<file path="src/rtl/pwm_chan_pkg.sv">
package pwm_chan_pkg;

  // Write target on the register port
  typedef enum logic {
    SEL_DUTY   = 1'b0,
    SEL_PERIOD = 1'b1
  } wrTarget_e;

  // Strobes from control to datapath
  typedef struct packed {
    logic tick;        // counter advances this clock
    logic restart;     // counter returns to 1 this clock
    logic loadActive;  // shadow copies move into active registers
  } ctlStrobe_t;

  localparam int unsigned MIN_PERIOD = 2;

endpackage

</file>
<file path="src/rtl/pwm_chan_datapath.sv">
module pwm_chan_datapath
  import pwm_chan_pkg::*;
#(
  parameter int unsigned CNT_W = 16
) (
  input  logic             clk,
  input  logic             rstN,
  input  ctlStrobe_t       strb,
  input  logic             wrEn,
  input  logic             wrSel,
  input  logic [CNT_W-1:0] wrData,
  output logic             dutyHit,
  output logic             periodHit,
  output logic             badPeriodWr
);

  localparam logic [CNT_W-1:0] ONE     = CNT_W'(1);
  localparam logic [CNT_W-1:0] MIN_PER = CNT_W'(MIN_PERIOD);

  logic [CNT_W-1:0] shadowDuty;
  logic [CNT_W-1:0] shadowPeriod;
  logic [CNT_W-1:0] activeDuty;
  logic [CNT_W-1:0] activePeriod;
  logic [CNT_W-1:0] cnt;

  logic dutyWr;
  logic periodWr;

  // Write decode; illegal period values are rejected
  always_comb begin
    dutyWr      = wrEn && (wrTarget_e'(wrSel) == SEL_DUTY);
    periodWr    = wrEn && (wrTarget_e'(wrSel) == SEL_PERIOD);
    badPeriodWr = periodWr && (wrData < MIN_PER);
  end

  // Shadow registers
  always_ff @(posedge clk or negedge rstN) begin
    if (!rstN) begin
      shadowDuty   <= '0;
      shadowPeriod <= '0;
    end else begin
      if (dutyWr) begin
        shadowDuty <= wrData;
      end
      if (periodWr && !badPeriodWr) begin
        shadowPeriod <= wrData;
      end
    end
  end

  // Active registers, loaded at cycle restart or while idle
  always_ff @(posedge clk or negedge rstN) begin
    if (!rstN) begin
      activeDuty   <= '0;
      activePeriod <= '0;
    end else if (strb.loadActive) begin
      activeDuty   <= shadowDuty;
      activePeriod <= shadowPeriod;
    end
  end

  // Channel counter, range 1..period
  always_ff @(posedge clk or negedge rstN) begin
    if (!rstN) begin
      cnt <= ONE;
    end else if (strb.tick) begin
      if (strb.restart) begin
        cnt <= ONE;
      end else begin
        cnt <= cnt + ONE;
      end
    end
  end

  // Comparators; period uses >= so a stale counter above period restarts
  always_comb begin
    dutyHit   = (cnt == activeDuty);
    periodHit = (cnt >= activePeriod);
  end

  AST_CNT_NONZERO: assert property (@(posedge clk) disable iff (!rstN)
    cnt != '0);

  AST_RESTART_ONE: assert property (@(posedge clk) disable iff (!rstN)
    (strb.tick && strb.restart) |=> (cnt == ONE));

  AST_CNT_STEP: assert property (@(posedge clk) disable iff (!rstN)
    (strb.tick && !strb.restart) |=> (cnt == $past(cnt) + ONE));

  AST_ACTIVE_HOLD: assert property (@(posedge clk) disable iff (!rstN)
    !strb.loadActive |=> ($stable(activeDuty) && $stable(activePeriod)));

  AST_BAD_PERIOD_IGNORED: assert property (@(posedge clk) disable iff (!rstN)
    badPeriodWr |=> $stable(shadowPeriod));

endmodule

</file>
<file path="src/rtl/pwm_chan_ctrl.sv">
module pwm_chan_ctrl
  import pwm_chan_pkg::*;
#(
  parameter int unsigned PRESC_W = 2
) (
  input  logic               clk,
  input  logic               rstN,
  input  logic               enable,
  input  logic [PRESC_W-1:0] prescSel,
  input  logic               polarity,
  input  logic               dutyHit,
  input  logic               periodHit,
  input  logic               badPeriodWr,
  output ctlStrobe_t         strb,
  output logic               wrError,
  output logic               pwmOut
);

  logic [PRESC_W-1:0] preCnt;
  logic               tick;
  logic               tickQ;
  logic               dutyHitQ;
  logic               periodHitQ;
  logic               dutyFall;
  logic               periodFall;
  logic               outActive;

  // Prescaler: ratio prescSel+1, held at zero while disabled
  always_ff @(posedge clk or negedge rstN) begin
    if (!rstN) begin
      preCnt <= '0;
    end else if (!enable || tick) begin
      preCnt <= '0;
    end else begin
      preCnt <= preCnt + PRESC_W'(1);
    end
  end

  always_comb begin
    tick            = enable && (preCnt == prescSel);
    strb.tick       = tick;
    strb.restart    = tick && periodHit;
    strb.loadActive = (tick && periodHit) || !enable;
  end

  // Match pulses end when the counter moves off the matching value
  always_ff @(posedge clk or negedge rstN) begin
    if (!rstN) begin
      tickQ      <= 1'b0;
      dutyHitQ   <= 1'b0;
      periodHitQ <= 1'b0;
    end else begin
      tickQ      <= tick;
      dutyHitQ   <= dutyHit;
      periodHitQ <= periodHit;
    end
  end

  always_comb begin
    dutyFall   = tickQ && dutyHitQ;
    periodFall = tickQ && periodHitQ;
  end

  // Output state; period match takes precedence
  always_ff @(posedge clk or negedge rstN) begin
    if (!rstN) begin
      outActive <= 1'b0;
    end else if (periodFall) begin
      outActive <= 1'b0;
    end else if (dutyFall) begin
      outActive <= 1'b1;
    end
  end

  always_ff @(posedge clk or negedge rstN) begin
    if (!rstN) begin
      wrError <= 1'b0;
    end else begin
      wrError <= badPeriodWr;
    end
  end

  assign pwmOut = outActive ? polarity : ~polarity;

  AST_PERIOD_WINS: assert property (@(posedge clk) disable iff (!rstN)
    periodFall |=> !outActive);

  AST_TICK_IDLE: assert property (@(posedge clk) disable iff (!rstN)
    !enable |-> !strb.tick);

  AST_PRESC_FIRST: assert property (@(posedge clk) disable iff (!rstN)
    $rose(enable) |-> (strb.tick == (prescSel == '0)));

  AST_ERR_PULSE: assert property (@(posedge clk) disable iff (!rstN)
    (wrError && !badPeriodWr) |=> !wrError);

endmodule

</file>
<file path="src/rtl/pwm_buffered_channel.sv">
module pwm_buffered_channel
  import pwm_chan_pkg::*;
#(
  parameter int unsigned CNT_W   = 16,
  parameter int unsigned PRESC_W = 2
) (
  input  logic               clk,
  input  logic               rstN,
  input  logic               enable,
  input  logic [PRESC_W-1:0] prescSel,
  input  logic               polarity,
  input  logic               wrEn,
  input  logic               wrSel,
  input  logic [CNT_W-1:0]   wrData,
  output logic               wrError,
  output logic               pwmOut
);

  ctlStrobe_t strb;
  logic       dutyHit;
  logic       periodHit;
  logic       badPeriodWr;

  pwm_chan_ctrl #(.PRESC_W(PRESC_W)) uCtrl (
    .clk        (clk),
    .rstN       (rstN),
    .enable     (enable),
    .prescSel   (prescSel),
    .polarity   (polarity),
    .dutyHit    (dutyHit),
    .periodHit  (periodHit),
    .badPeriodWr(badPeriodWr),
    .strb       (strb),
    .wrError    (wrError),
    .pwmOut     (pwmOut)
  );

  pwm_chan_datapath #(.CNT_W(CNT_W)) uData (
    .clk        (clk),
    .rstN       (rstN),
    .strb       (strb),
    .wrEn       (wrEn),
    .wrSel      (wrSel),
    .wrData     (wrData),
    .dutyHit    (dutyHit),
    .periodHit  (periodHit),
    .badPeriodWr(badPeriodWr)
  );

  AST_RESET_LEVEL: assert property (@(posedge clk)
    !rstN |-> (pwmOut == ~polarity));

endmodule

</file>
<file path="config.mk">
export PLATFORM = sky130hd
export DESIGN_NAME = pwm_buffered_channel
export DESIGN_NICKNAME = d
export VERILOG_FILES = /design/src/rtl/pwm_chan_pkg.sv /design/src/rtl/pwm_chan_datapath.sv /design/src/rtl/pwm_chan_ctrl.sv /design/src/rtl/pwm_buffered_channel.sv
export SDC_FILE = /design/constraint.sdc
export NUM_CORES = 1
export LEC_CHECK = 0
export CORE_MARGIN = 2
export CORE_UTILIZATION = 55
export CTS_CLUSTER_SIZE = 24
export DETAILED_ROUTE_END_ITERATION = 8
export PLACE_DENSITY = 0.85
export SLEW_MARGIN = 20
export SYNTH_ARGS = -nofsm -noshare
export SYNTH_HDL_FRONTEND = slang
export SYNTH_HIERARCHICAL = 1
export SYNTH_SLANG_ARGS = --single-unit
export TNS_END_PERCENT = 1
</file>
<file path="constraint.sdc">
create_clock -name clk -period 3.6 [get_ports clk]
set_input_delay 0.9 -clock clk [delete_from_list [all_inputs] [get_ports clk]]
set_output_delay 0.9 -clock clk [all_outputs]
set_load 0.01 [all_outputs]
</file>
==> qor.yml <==
detailed_routing:
  routed_wl_um: 8404
  drtPass1Iterations: 4
  wire_per_inst_um: 17.51
  first_iter_violations: 256
  avgViaCountPerCell: 5.817
  drtAntennaViolNets: 0
  drc_errors: 0
  vias: 2792
logic_synthesis:
  syn_nets: 397
  yosysWarnings: 6
  synth_area_um2: 4151
  synth_flop_cell: "dfrtp_1"
  yosys.area.top_type: "dfrtp_1"
  synth-edff-count: 0
  ys_async_sr_fraction_pct: 100.0
  syn-instance-count: 356
  avgSynthCellArea_um2: 11.66
  yosysTopAreaCellShare_pct: 51.84
  synth_commonest_cells: "dfrtp_1 (86), mux2_2 (39), nand2_1 (34), o21ai_0 (28), inv_1 (20)"
  synth_area_leaders: "dfrtp_1 (52%), mux2_2 (11%), ha_1 (5.1%), xnor2_1 (3.8%), mux2_4 (3.6%)"
  synth_seq_cells: 87
  synth_cell_types: 43
  ys_seq_area_share_pct: 52.47
  yosysMostFrequentCell: "dfrtp_1"
sta:
  setup_viol: 0
  worstMarginPinSlew_ns: 1.004
  drv_slew: 0
  relSlewSlack_pct: 32.75
  final-hold-violation-count: 0
  tns_ns: 0
  min_period_over_period_pct: 81.51
  max_freq_ghz: 0.3408
  grt_setup_unrepaired: "false"
  finClkSkew_ns: 0.007297
  finalCriticalPeriod_ns: 2.934
global_route:
  antenna_found_initial: 0
  overflow: 0
  grt_pass1_vias: 2851
  grt_pass1_wl_um: 13950
  grt_max_degree: 88
  grt_use_total_pct: 21.84
die:
  start_util_pct: 56.93
  ios: 26
  core-area_um2: 7292
  num_rows: 31
  die_w_um: 90.88
  die_area_um2: 8259
  die_h_um: 90.88
placed_design:
  io_buffers: 25
  place_congestion: 0.8934
  place_area_um2: 4434
  hpwl_um: 5850
setup_path:
  crit_type: "input pin to output pin"
  worstPathRequired_ns: 2.70
  arrival_ns: 2.03
  critPathCaptureType: "output pin"
  cp_max_fo: 1
  start_kind: "input pin"
power_and_ir_drop:
  irDropWorstVdd_uv: 375.8
  p_per_area_nw_per_um2: 519.7
  p_leak_nw: 2.019
finish:
  syn_to_final_growth_pct: 12.06
  num_antenna_cells: 0
  seqCellArea_um2: 2178
  multi_input_area_um2: 1802
  drive_above_1_share_pct: 19.16
  fillerInstances: 560
  num-nets-final: 417
  stdcell_area_um2: 4652
clocking:
  cts_root_buffer: "clkbuf_8"
  hold_buffers: 0
  cts_setup_buffers: 0
  cts_tree: "yes"
  cts_resized: 0
  clock_sinks: 87
  cts_buffers: 9
  clkLatencyLatePin_ns: 0.36
  clockBufferDepth: 2
  clkTransAtPathRegs_ns: 0.09
  htree_num_levels: 3
outcome:
  status: "finished, final reports clean"
hold_path:
  hp-class: "flip-flop to flip-flop"
job:
  drv_cap: 0
## placed cells by master (no fill, tap or decap), types with 2 or more instances in the layout
master,Yosys,final
nor3_1,2,2
and2_1,3,3
and3_1,4,4
clkinvlp_4,0,2
nand2b_1,6,6
dfrtp_1,86,86
nand2_1,34,34
a21oi_1,10,10
o21ai_0,28,28
a41oi_1,2,2
xor2_1,3,3
xnor2_1,18,18
ha_1,17,17
nand4_1,10,10
clkbuf_8,0,11
nand3b_1,3,3
mux2_4,10,10
o31ai_1,5,5
clkdlybuf4s50_1,0,24
nand3_1,4,4
mux2_2,39,39
o41ai_1,2,2
nor2_1,8,8
inv_6,0,2
nor4_1,5,5
inv_1,20,20
o211ai_1,5,5
## per-layer routing
layer | wire (um) | share of wire (%) | global-route usage, %
met1 | 3683 | 44 | 28.17
met2 | 4194 | 50 | 35.14
met3 | 286 | 3.4 | 3.756
met4 | 240 | 2.9 | 12.12
met5 | 0 | 0 | 0
## worst max-delay path: stages
cell	delay (ns)
clkdlybuf4s50_1	0.47
xnor2_1	0.11
clkdlybuf4s50_1	0.55
## flip-flops by register name (all words and copies together) (netlist names)
name / cells
uData/activePeriod: 16
uData/shadowPeriod: 16
uData/activeDuty: 16
uCtrl/periodHitQ: 1
uCtrl/preCnt: 2
uData/shadowDuty: 16
uData/cnt: 16
uCtrl/tickQ: 1
uCtrl/outActive: 1
uCtrl/wrError: 1
uCtrl/dutyHitQ: 1
## final cells by class
type	instances	share of cell area [%]
clock buffer	11	3.254
timing repair buffer	26	5.568
clock inverter	5	1.345
tap	99	2.663
multi-input combinational	232	38.73
sequential	87	46.83
inverter	20	1.614
## stage by stage
| step | instances | total power, mW | hold slack, ns | worst slack (ns) | utilization, % |
|---|---|---|---|---|---|
| 6_report | 480 | 2.418 | 0.4211 | 0.6657 | 63.80 |
| 5_1_grt | 480 | 2.539 | 0.4318 | 0.5334 | 63.80 |
| 3_3_place_gp | 464 | 1.660 | 0.4016 | 0.5800 | 60.81 |
| 2_1_floorplan | 356 | 1.542 | 0.3987 | 1.068 | - |
| 3_5_place_dp | 464 | 1.696 | 0.4042 | 0.5213 | 60.81 |
| 4_1_cts | 480 | 2.431 | 0.4187 | 0.6600 | 63.74 |
## final timing paths
check / from / to / slack, ns / cells after the start
setup / recovery: polarity / pwmOut / 0.67 / 3
hold / removal: uCtrl/periodHitQ / uCtrl/outActive / 0.42 / 1
setup reg to reg: uData/cnt[0] / uData/cnt[8] / 0.69 / 10
hold reg to reg: uCtrl/periodHitQ / uCtrl/outActive / 0.42 / 1
max in group asynchronous: rstN / uCtrl/wrError / 2.52 / 1
min in group asynchronous: rstN / uData/cnt[4] / 0.58 / 1
## cell families (layout without fill, tap and decap cells)
family	after synthesis	in the layout	synth area share (%)
and+or+nand+nor	86	86	10.85
adders and majority gates	17	17	5.123
DFF	87	87	52.47
buffers and inverters	37	62	4.189
AOI/OAI and AO/OA	58	58	8.500
muxes	50	50	14.44
xor gates and xnor gates	21	21	4.430
## power breakdown
group | switching, mW | internal (mW)
Combinational | 0.204 | 0.229
Clock | 0.365 | 0.364
Sequential | 0.129 | 1.13
Note: power is estimated with default switching activity, not from simulation.
